[src/rtl/scc_pkg.sv]
// Shared types for the serial port clock/frame-sync conditioner.
// Assumes: nothing; types only.
package scc_pkg;

    // Per-pin configuration: source selection and polarity.
    typedef struct packed {
        logic drive;   // 1: pin is an output fed from the generator
        logic invert;  // 1: pin polarity is inverted at the boundary
    } pin_cfg_t;

    // Registered edge strobes of one internal clock.
    typedef struct packed {
        logic rise;
        logic fall;
    } edge_stb_t;

    localparam int SYNC_STAGES_DEFAULT = 2;

endpackage

[src/rtl/scc_sync.sv]
// Multi-bit synchronizer chain for asynchronous pin inputs.
// Assumes: each bit is treated on its own; STAGES >= 1; registers clear on reset.
module scc_sync #(
    parameter int WIDTH  = 1,
    parameter int STAGES = 2
) (
    input  logic             clk,
    input  logic             rst_n,
    input  logic [WIDTH-1:0] d,
    output logic [WIDTH-1:0] q
);

    logic [WIDTH-1:0] stage_q [STAGES];

    // Shift the pin levels through the synchronizer flops.
    always_ff @(posedge clk) begin
        if (!rst_n) begin
            for (int i = 0; i < STAGES; i++) stage_q[i] <= '0;
        end else begin
            stage_q[0] <= d;
            for (int i = 1; i < STAGES; i++) stage_q[i] <= stage_q[i-1];
        end
    end

    assign q = stage_q[STAGES-1];

endmodule

[src/rtl/scc_pin_mux.sv]
// Source select and polarity handling for one clock or frame-sync pin.
// Assumes: pin_sync is already synchronized; gen_level is system-synchronous.
// An input pin is inverted before internal use. The internal generator level
// is inverted before it drives an output pin. The output enable follows the
// drive bit.
module scc_pin_mux
    import scc_pkg::*;
(
    input  logic     clk,
    input  logic     rst_n,
    input  pin_cfg_t cfg,
    input  logic     pin_sync,
    input  logic     gen_level,
    output logic     int_level,
    output logic     pin_o,
    output logic     pin_oe
);

    // Internal level: generator when driving, conditioned pin otherwise.
    always_comb begin
        if (cfg.drive) int_level = gen_level;
        else           int_level = pin_sync ^ cfg.invert;
    end

    // Pin drive value: inverted generator level, parked low when an input.
    always_comb begin
        pin_oe = cfg.drive;
        pin_o  = cfg.drive ? (gen_level ^ cfg.invert) : 1'b0;
    end

    AST_PIN_MATCHES_INTERNAL: assert property (@(posedge clk) disable iff (!rst_n)
        cfg.drive |-> ((pin_o ^ cfg.invert) == int_level));

    AST_PIN_QUIET_AS_INPUT: assert property (@(posedge clk) disable iff (!rst_n)
        !pin_oe |-> !pin_o);

endmodule

[src/rtl/scc_edge.sv]
// Edge detector for one internal clock level in the system clock domain.
// Assumes: level is glitch-free at system-clock rate and stays put for at least two cycles per phase.
// Gives a combinational falling indication for same-edge capture and
// registered one-cycle rise/fall strobes.
module scc_edge
    import scc_pkg::*;
(
    input  logic      clk,
    input  logic      rst_n,
    input  logic      level,
    output logic      fall_now,
    output edge_stb_t stb
);

    logic prev_q;

    assign fall_now = prev_q & ~level;

    // Remember the previous level of the internal clock.
    always_ff @(posedge clk) begin
        if (!rst_n) prev_q <= 1'b0;
        else        prev_q <= level;
    end

    // Register the rising and falling strobes.
    always_ff @(posedge clk) begin
        if (!rst_n) begin
            stb <= '0;
        end else begin
            stb.rise <= level & ~prev_q;
            stb.fall <= fall_now;
        end
    end

    AST_EDGE_EXCLUSIVE: assert property (@(posedge clk) disable iff (!rst_n)
        !(stb.rise && stb.fall));

    AST_RISE_SINGLE_CYCLE: assert property (@(posedge clk) disable iff (!rst_n)
        stb.rise |=> !stb.rise);

    AST_FALL_SINGLE_CYCLE: assert property (@(posedge clk) disable iff (!rst_n)
        stb.fall |=> !stb.fall);

endmodule

[src/rtl/scc_capture.sv]
// Enable-gated capture flop for sampled levels.
// Assumes: en is a single-cycle indication computed in the same cycle as d.
module scc_capture (
    input  logic clk,
    input  logic rst_n,
    input  logic en,
    input  logic d,
    output logic q
);

    // Load d on enable and hold it otherwise.
    always_ff @(posedge clk) begin
        if (!rst_n)  q <= 1'b0;
        else if (en) q <= d;
    end

    AST_CAPTURE_ONLY_ON_EDGE: assert property (@(posedge clk) disable iff (!rst_n)
        !$stable(q) |-> $past(en));

endmodule

[src/rtl/scc_side.sv]
// One direction (receive or transmit) of the conditioner: clock and
// frame-sync pin handling, edge strobes, and frame-sync capture on the
// falling edge of the internal clock.
// Assumes: the generator levels are system-synchronous; pins are asynchronous.
module scc_side
    import scc_pkg::*;
#(
    parameter int SYNC_STAGES = SYNC_STAGES_DEFAULT
) (
    input  logic     clk,
    input  logic     rst_n,
    input  pin_cfg_t clk_cfg,
    input  pin_cfg_t fs_cfg,
    input  logic     clk_pin_i,
    input  logic     fs_pin_i,
    input  logic     gen_clk,
    input  logic     gen_fs,
    output logic     clk_pin_o,
    output logic     clk_pin_oe,
    output logic     fs_pin_o,
    output logic     fs_pin_oe,
    output logic     rise_stb,
    output logic     fall_stb,
    output logic     fall_now,
    output logic     fs_det
);

    localparam int PIN_W = 2;

    logic [PIN_W-1:0] pin_sync;
    logic             clk_int;
    logic             fs_int;
    edge_stb_t        stb;

    scc_sync #(.WIDTH(PIN_W), .STAGES(SYNC_STAGES)) u_sync (
        .clk   (clk),
        .rst_n (rst_n),
        .d     ({fs_pin_i, clk_pin_i}),
        .q     (pin_sync)
    );

    scc_pin_mux u_clk_mux (
        .clk       (clk),
        .rst_n     (rst_n),
        .cfg       (clk_cfg),
        .pin_sync  (pin_sync[0]),
        .gen_level (gen_clk),
        .int_level (clk_int),
        .pin_o     (clk_pin_o),
        .pin_oe    (clk_pin_oe)
    );

    scc_pin_mux u_fs_mux (
        .clk       (clk),
        .rst_n     (rst_n),
        .cfg       (fs_cfg),
        .pin_sync  (pin_sync[1]),
        .gen_level (gen_fs),
        .int_level (fs_int),
        .pin_o     (fs_pin_o),
        .pin_oe    (fs_pin_oe)
    );

    scc_edge u_edge (
        .clk      (clk),
        .rst_n    (rst_n),
        .level    (clk_int),
        .fall_now (fall_now),
        .stb      (stb)
    );

    assign rise_stb = stb.rise;
    assign fall_stb = stb.fall;

    scc_capture u_fs_cap (
        .clk   (clk),
        .rst_n (rst_n),
        .en    (fall_now),
        .d     (fs_int),
        .q     (fs_det)
    );

    AST_FS_WITH_FALL: assert property (@(posedge clk) disable iff (!rst_n)
        !$stable(fs_det) |-> fall_stb);

endmodule

[src/rtl/sport_clkfs_cond.sv]
// Top level of the serial port clock/frame-sync conditioner.
// Holds one receive side, one transmit side and the receive data sampling path.
// Assumes: configuration is static while the affected clock toggles; the
// generator clock is shared by both sides.
module sport_clkfs_cond
    import scc_pkg::*;
#(
    parameter int SYNC_STAGES = SYNC_STAGES_DEFAULT
) (
    input  logic clk,
    input  logic rst_n,
    input  logic rx_clk_drive,
    input  logic rx_clk_invert,
    input  logic rx_fs_drive,
    input  logic rx_fs_invert,
    input  logic tx_clk_drive,
    input  logic tx_clk_invert,
    input  logic tx_fs_drive,
    input  logic tx_fs_invert,
    input  logic gen_clk,
    input  logic gen_rx_fs,
    input  logic gen_tx_fs,
    input  logic rx_clk_pin_i,
    input  logic rx_fs_pin_i,
    input  logic rx_data_pin_i,
    input  logic tx_clk_pin_i,
    input  logic tx_fs_pin_i,
    output logic rx_clk_pin_o,
    output logic rx_clk_pin_oe,
    output logic rx_fs_pin_o,
    output logic rx_fs_pin_oe,
    output logic tx_clk_pin_o,
    output logic tx_clk_pin_oe,
    output logic tx_fs_pin_o,
    output logic tx_fs_pin_oe,
    output logic rx_rise_stb,
    output logic rx_fall_stb,
    output logic rx_bit,
    output logic rx_fs_det,
    output logic tx_rise_stb,
    output logic tx_fall_stb,
    output logic tx_fs_det
);

    pin_cfg_t rx_clk_cfg, rx_fs_cfg, tx_clk_cfg, tx_fs_cfg;
    logic     rx_fall_now;
    logic     tx_fall_now;
    logic     rx_data_sync;

    // Pack the per-pin configuration bits.
    always_comb begin
        rx_clk_cfg = '{drive: rx_clk_drive, invert: rx_clk_invert};
        rx_fs_cfg  = '{drive: rx_fs_drive,  invert: rx_fs_invert};
        tx_clk_cfg = '{drive: tx_clk_drive, invert: tx_clk_invert};
        tx_fs_cfg  = '{drive: tx_fs_drive,  invert: tx_fs_invert};
    end

    scc_side #(.SYNC_STAGES(SYNC_STAGES)) u_rx (
        .clk        (clk),
        .rst_n      (rst_n),
        .clk_cfg    (rx_clk_cfg),
        .fs_cfg     (rx_fs_cfg),
        .clk_pin_i  (rx_clk_pin_i),
        .fs_pin_i   (rx_fs_pin_i),
        .gen_clk    (gen_clk),
        .gen_fs     (gen_rx_fs),
        .clk_pin_o  (rx_clk_pin_o),
        .clk_pin_oe (rx_clk_pin_oe),
        .fs_pin_o   (rx_fs_pin_o),
        .fs_pin_oe  (rx_fs_pin_oe),
        .rise_stb   (rx_rise_stb),
        .fall_stb   (rx_fall_stb),
        .fall_now   (rx_fall_now),
        .fs_det     (rx_fs_det)
    );

    scc_side #(.SYNC_STAGES(SYNC_STAGES)) u_tx (
        .clk        (clk),
        .rst_n      (rst_n),
        .clk_cfg    (tx_clk_cfg),
        .fs_cfg     (tx_fs_cfg),
        .clk_pin_i  (tx_clk_pin_i),
        .fs_pin_i   (tx_fs_pin_i),
        .gen_clk    (gen_clk),
        .gen_fs     (gen_tx_fs),
        .clk_pin_o  (tx_clk_pin_o),
        .clk_pin_oe (tx_clk_pin_oe),
        .fs_pin_o   (tx_fs_pin_o),
        .fs_pin_oe  (tx_fs_pin_oe),
        .rise_stb   (tx_rise_stb),
        .fall_stb   (tx_fall_stb),
        .fall_now   (tx_fall_now),
        .fs_det     (tx_fs_det)
    );

    // Receive data goes through the same stage count as the clock pin.
    scc_sync #(.WIDTH(1), .STAGES(SYNC_STAGES)) u_data_sync (
        .clk   (clk),
        .rst_n (rst_n),
        .d     (rx_data_pin_i),
        .q     (rx_data_sync)
    );

    scc_capture u_data_cap (
        .clk   (clk),
        .rst_n (rst_n),
        .en    (rx_fall_now),
        .d     (rx_data_sync),
        .q     (rx_bit)
    );

    AST_RX_BIT_WITH_FALL: assert property (@(posedge clk) disable iff (!rst_n)
        !$stable(rx_bit) |-> rx_fall_stb);

    AST_TX_FS_IGNORES_RX: assert property (@(posedge clk) disable iff (!rst_n)
        (!$stable(tx_fs_det) && !tx_fall_stb) |-> 1'b0);

endmodule

[config.mk]
export PLATFORM = sky130hd
export DESIGN_NAME = sport_clkfs_cond
export DESIGN_NICKNAME = d
export VERILOG_FILES = /design/src/rtl/scc_pkg.sv /design/src/rtl/scc_sync.sv /design/src/rtl/scc_pin_mux.sv /design/src/rtl/scc_edge.sv /design/src/rtl/scc_capture.sv /design/src/rtl/scc_side.sv /design/src/rtl/sport_clkfs_cond.sv
export SDC_FILE = /design/constraint.sdc
export NUM_CORES = 1
export LEC_CHECK = 0
export BUFFER_PORTS_ARGS = -buffer_cell sky130_fd_sc_hd__buf_2
export CORE_UTILIZATION = 40
export CTS_CLUSTER_DIAMETER = 50
export DETAILED_ROUTE_END_ITERATION = 10
export PLACE_DENSITY = 0.72
export SLEW_MARGIN = 40
export SYNTH_ARGS = -nofsm -noshare
export SYNTH_HDL_FRONTEND = slang
export SYNTH_HIERARCHICAL = 1
export SYNTH_SLANG_ARGS = --single-unit
[constraint.sdc]
create_clock -name clk -period 1.3 [get_ports clk]
set_clock_uncertainty 0.05 [all_clocks]
set_input_delay 0.13 -clock clk [delete_from_list [all_inputs] [get_ports clk]]
set_output_delay 0.13 -clock clk [all_outputs]
set_load 0.02 [all_outputs]
==> flow_metrics.py <==
metrics = {
    "synth": {
        "synth.net_count": 89,
        "synthXorXnorAreaFrac_pct": 9.38,
        "syn_area_sq_um": 747,
        "synth_top_cell_area_share_pct": 50.9,
        "synth_mux_area_share_pct": 4.02,
        "synth_commonest_cells": "19 x dfxtp_1, 14 x and2_1, 8 x buf_4",
        "seq_area_frac_synth_pct": 50.9,
        "synth_edf_count": 0,
        "yosysTopAreaCell": "dfxtp_1",
        "ys_ff_latch": 19,
        "yosys.cell_types.count": 12,
        "synth.avg_cell_area_sq_um": 10.5,
        "synth_flop_cell": "dfxtp_1",
        "yosys_warnings": 6,
        "syn-instance-count": 71,
        "synthArstFlopShare_pct": 0,
        "synth.most_common_cell": "dfxtp_1",
        "yosys-top-cells-area": "dfxtp_1 51%, and2_1 12%, buf_4 8.0%",
        "synthSimpleGateAreaFrac_pct": 25.0,
        "synth-compound-area-share_pct": 2.68,
        "synth_top_family_by_area": "simple AND/OR/NAND/NOR gates",
        "synthAdderAreaFrac_pct": 0,
    },
    "drt": {
        "wl_mm": 1.08,
        "postRouteAntennaNets": 0,
        "avgRoutedWirePerCell_microns": 8.38,
        "dr.pass1.iters": 4,
        "via_per_inst": 4.22,
        "dr_total_vias": 545,
        "drt_iter0_drc": 7,
        "drc": 0,
    },
    "critical_path": {
        "cp_max_fo": 4,
        "critPathMaxStageDelay_ns": 0.32,
        "cp.arrival_ns": 1.30,
        "crit_path_top_delay_cell": "dfxtp_1",
        "cp_cell_sequence": "xnor2_1, o21ai_1, nor2b_2, mux2i_1, nor2b_1",
        "worstSetupEndpointType": "flop",
        "worstSetupPathType": "reg2reg",
        "required_ns": 1.45,
        "start_kind": "flop",
        "r2r_cells": 5,
        "r2r_slack_ns": 0.14,
    },
    "sta": {
        "fin_setup_tns_ns": 0,
        "maxSlewViolCount": 0,
        "worst_slack_ns": 0.142,
        "slew_headroom_pct": 83.0,
        "tightest_slew_ns": 0.253,
        "min_period_ns": 1.16,
        "finalSetupViolations": 0,
        "fmax_mhz": 864,
        "min_period_over_period_pct": 89.1,
        "rsz0062_at_grt": "no",
        "hold_viol": 0,
    },
    "placed_design": {
        "placed_cells": 120,
        "pre_cts_slack_ns": 0.0682,
        "port_buffers": 32,
        "dp_hpwl_microns": 769,
        "globalplace.congestion": 0.598,
    },
    "power_and_ir_drop": {
        "ir_worst_vdd_mv": 0.589,
        "power_density_nw_per_um2": 1130,
        "p_leak_nw": 0.456,
        "p_total_mw": 1.08,
    },
    "finish": {
        "instances_no_fill": 129,
        "diodes": 0,
        "drive_gt1_share_pct": 38.5,
        "area.growth.synth_to_final_pct": 28.1,
        "nNetsFinal": 123,
    },
    "global_routing": {
        "grt_pass1_vias": 424,
        "grt_usage_pct": 12.4,
        "grt_max_degree": 20,
        "grt_pass1_wl_mm": 1.68,
        "antenna_found_initial": 0,
        "grt_overflow": 0,
    },
    "job": {
        "cap_violations": 0,
    },
    "outcome": {
        "status": "complete, no violations",
    },
    "clocking": {
        "clk_pin_slew_ns": 0.09,
        "cts_tree": "done",
        "post_cts_buffers": 0,
        "root_buffer": "clkbuf_4",
        "clock-sinks": 19,
        "cts-buffers-inserted": 3,
        "clock_latency_ns": 0.29,
        "h-tree-depth": 1,
        "clk_path_buf_depth": 2,
    },
    "min_path": {
        "hold_class": "in2reg",
        "min_path_cells": 2,
    },
    "floorplan": {
        "dieWidth_microns": 45.2,
        "boundaryPins": 33,
        "start_util_pct": 42.8,
        "die_h_microns": 45.2,
        "dieArea_sq_um": 2040,
        "rows": 15,
        "coreArea_sq_um": 1750,
    },
}
critical path, delay by kind of cell, from the launching register on:
| kind | cells | cell delay (ns) |
|---|---|---|
| compound gates | 1 | 0.12 |
| xor+xnor | 1 | 0.13 |
| flops | 1 | 0.32 |
| mux | 1 | 0.21 |
| simple gates | 2 | 0.25 |
registers in the layout, indices dropped and copies added (netlist names):
signal,flops
u_data_cap/q,1
u_tx/u_edge/prev_q,1
u_rx/u_sync/stage_q,4
u_tx/u_sync/stage_q,4
u_rx/u_edge/stb,2
u_tx/u_fs_cap/q,1
u_rx/u_edge/prev_q,1
u_data_sync/stage_q,2
u_tx/u_edge/stb,2
u_rx/u_fs_cap/q,1
layout by cell type (no fill, tap or decap):
| cell type | instances |
|---|---|
| nand2_1 | 4 |
| nor2b_1 | 4 |
| clkbuf_4 | 3 |
| and2_2 | 2 |
| o21ai_1 | 4 |
| xnor2_1 | 4 |
| and3b_1 | 2 |
| and2_1 | 14 |
| nor2b_2 | 1 |
| buf_2 | 32 |
| mux2i_1 | 3 |
| and3b_2 | 2 |
| dfxtp_1 | 19 |
| clkbuf_1 | 1 |
| dlygate4sd3_1 | 5 |
| xor2_1 | 4 |
final timing paths:
| kind | startpoint | to |
|---|---|---|
| worst min register to register | u_rx/u_sync/stage_q[0][0] | u_rx/u_sync/stage_q[0][2] |
| worst min-delay path | rst_n | u_rx/u_fs_cap/q |
| worst max-delay path | u_rx/u_sync/stage_q[0][2] | u_rx/u_fs_cap/q |
| worst max register to register | u_rx/u_sync/stage_q[0][2] | u_rx/u_fs_cap/q |
final cells by class:
cell class                 instances  area (sq um)
fill                             170           788
multi-input combinational         44           309
sequential                        19           380
clock buffer                       4          26.3
timing repair buffer              37           210
tap                               25          31.3
power breakdown:
group	leakage, nW	switching (mW)	internal [mW]	total [mW]
Clock	0.0150	0.165	0.120	0.285
Sequential	0.156	0.00824	0.610	0.618
Combinational	0.284	0.0891	0.0896	0.179
Total	0.456	0.262	0.819	1.08
repair_timing:
action / in CTS / in global routing
gates resized for setup: 0 / 1
hold endpoints to repair: 5 / 0
endpoints found under the setup margin: 0 / 2
hold buffers: 5 / 0
layer usage:
| metal | GRT usage (%) | wire length (microns) | up-vias |
|---|---|---|---|
| met1 | 12.1 | 488 | 233 |
| met5 | 0 | 0 | - |
| met2 | 19.4 | 475 | 23 |
| met3 | 7.20 | 90 | 5 |
| met4 | 9.09 | 26 | 0 |
| li1 | - | - | 284 |
metrics by stage:
| step | util [%] | instance area [sq um] | hold WS [ns] |
|---|---|---|---|
| floorplan | - | 747 | 0.202 |
| global placement | 50.3 | 878 | 0.286 |
| detailed placement | 50.3 | 878 | 0.286 |
| CTS | 54.7 | 955 | 0.150 |
| global route | 54.8 | 957 | 0.166 |
| finish | 54.8 | 957 | 0.165 |
cells by family after synthesis:
logic type	after synthesis
multiplexers	3
AO/OA/AOI/OAI	4
AND/OR/NAND/NOR	29
flip-flops	19
buffers and inverters	8
XOR/XNOR	8
Power figures use the tool's default switching activity.
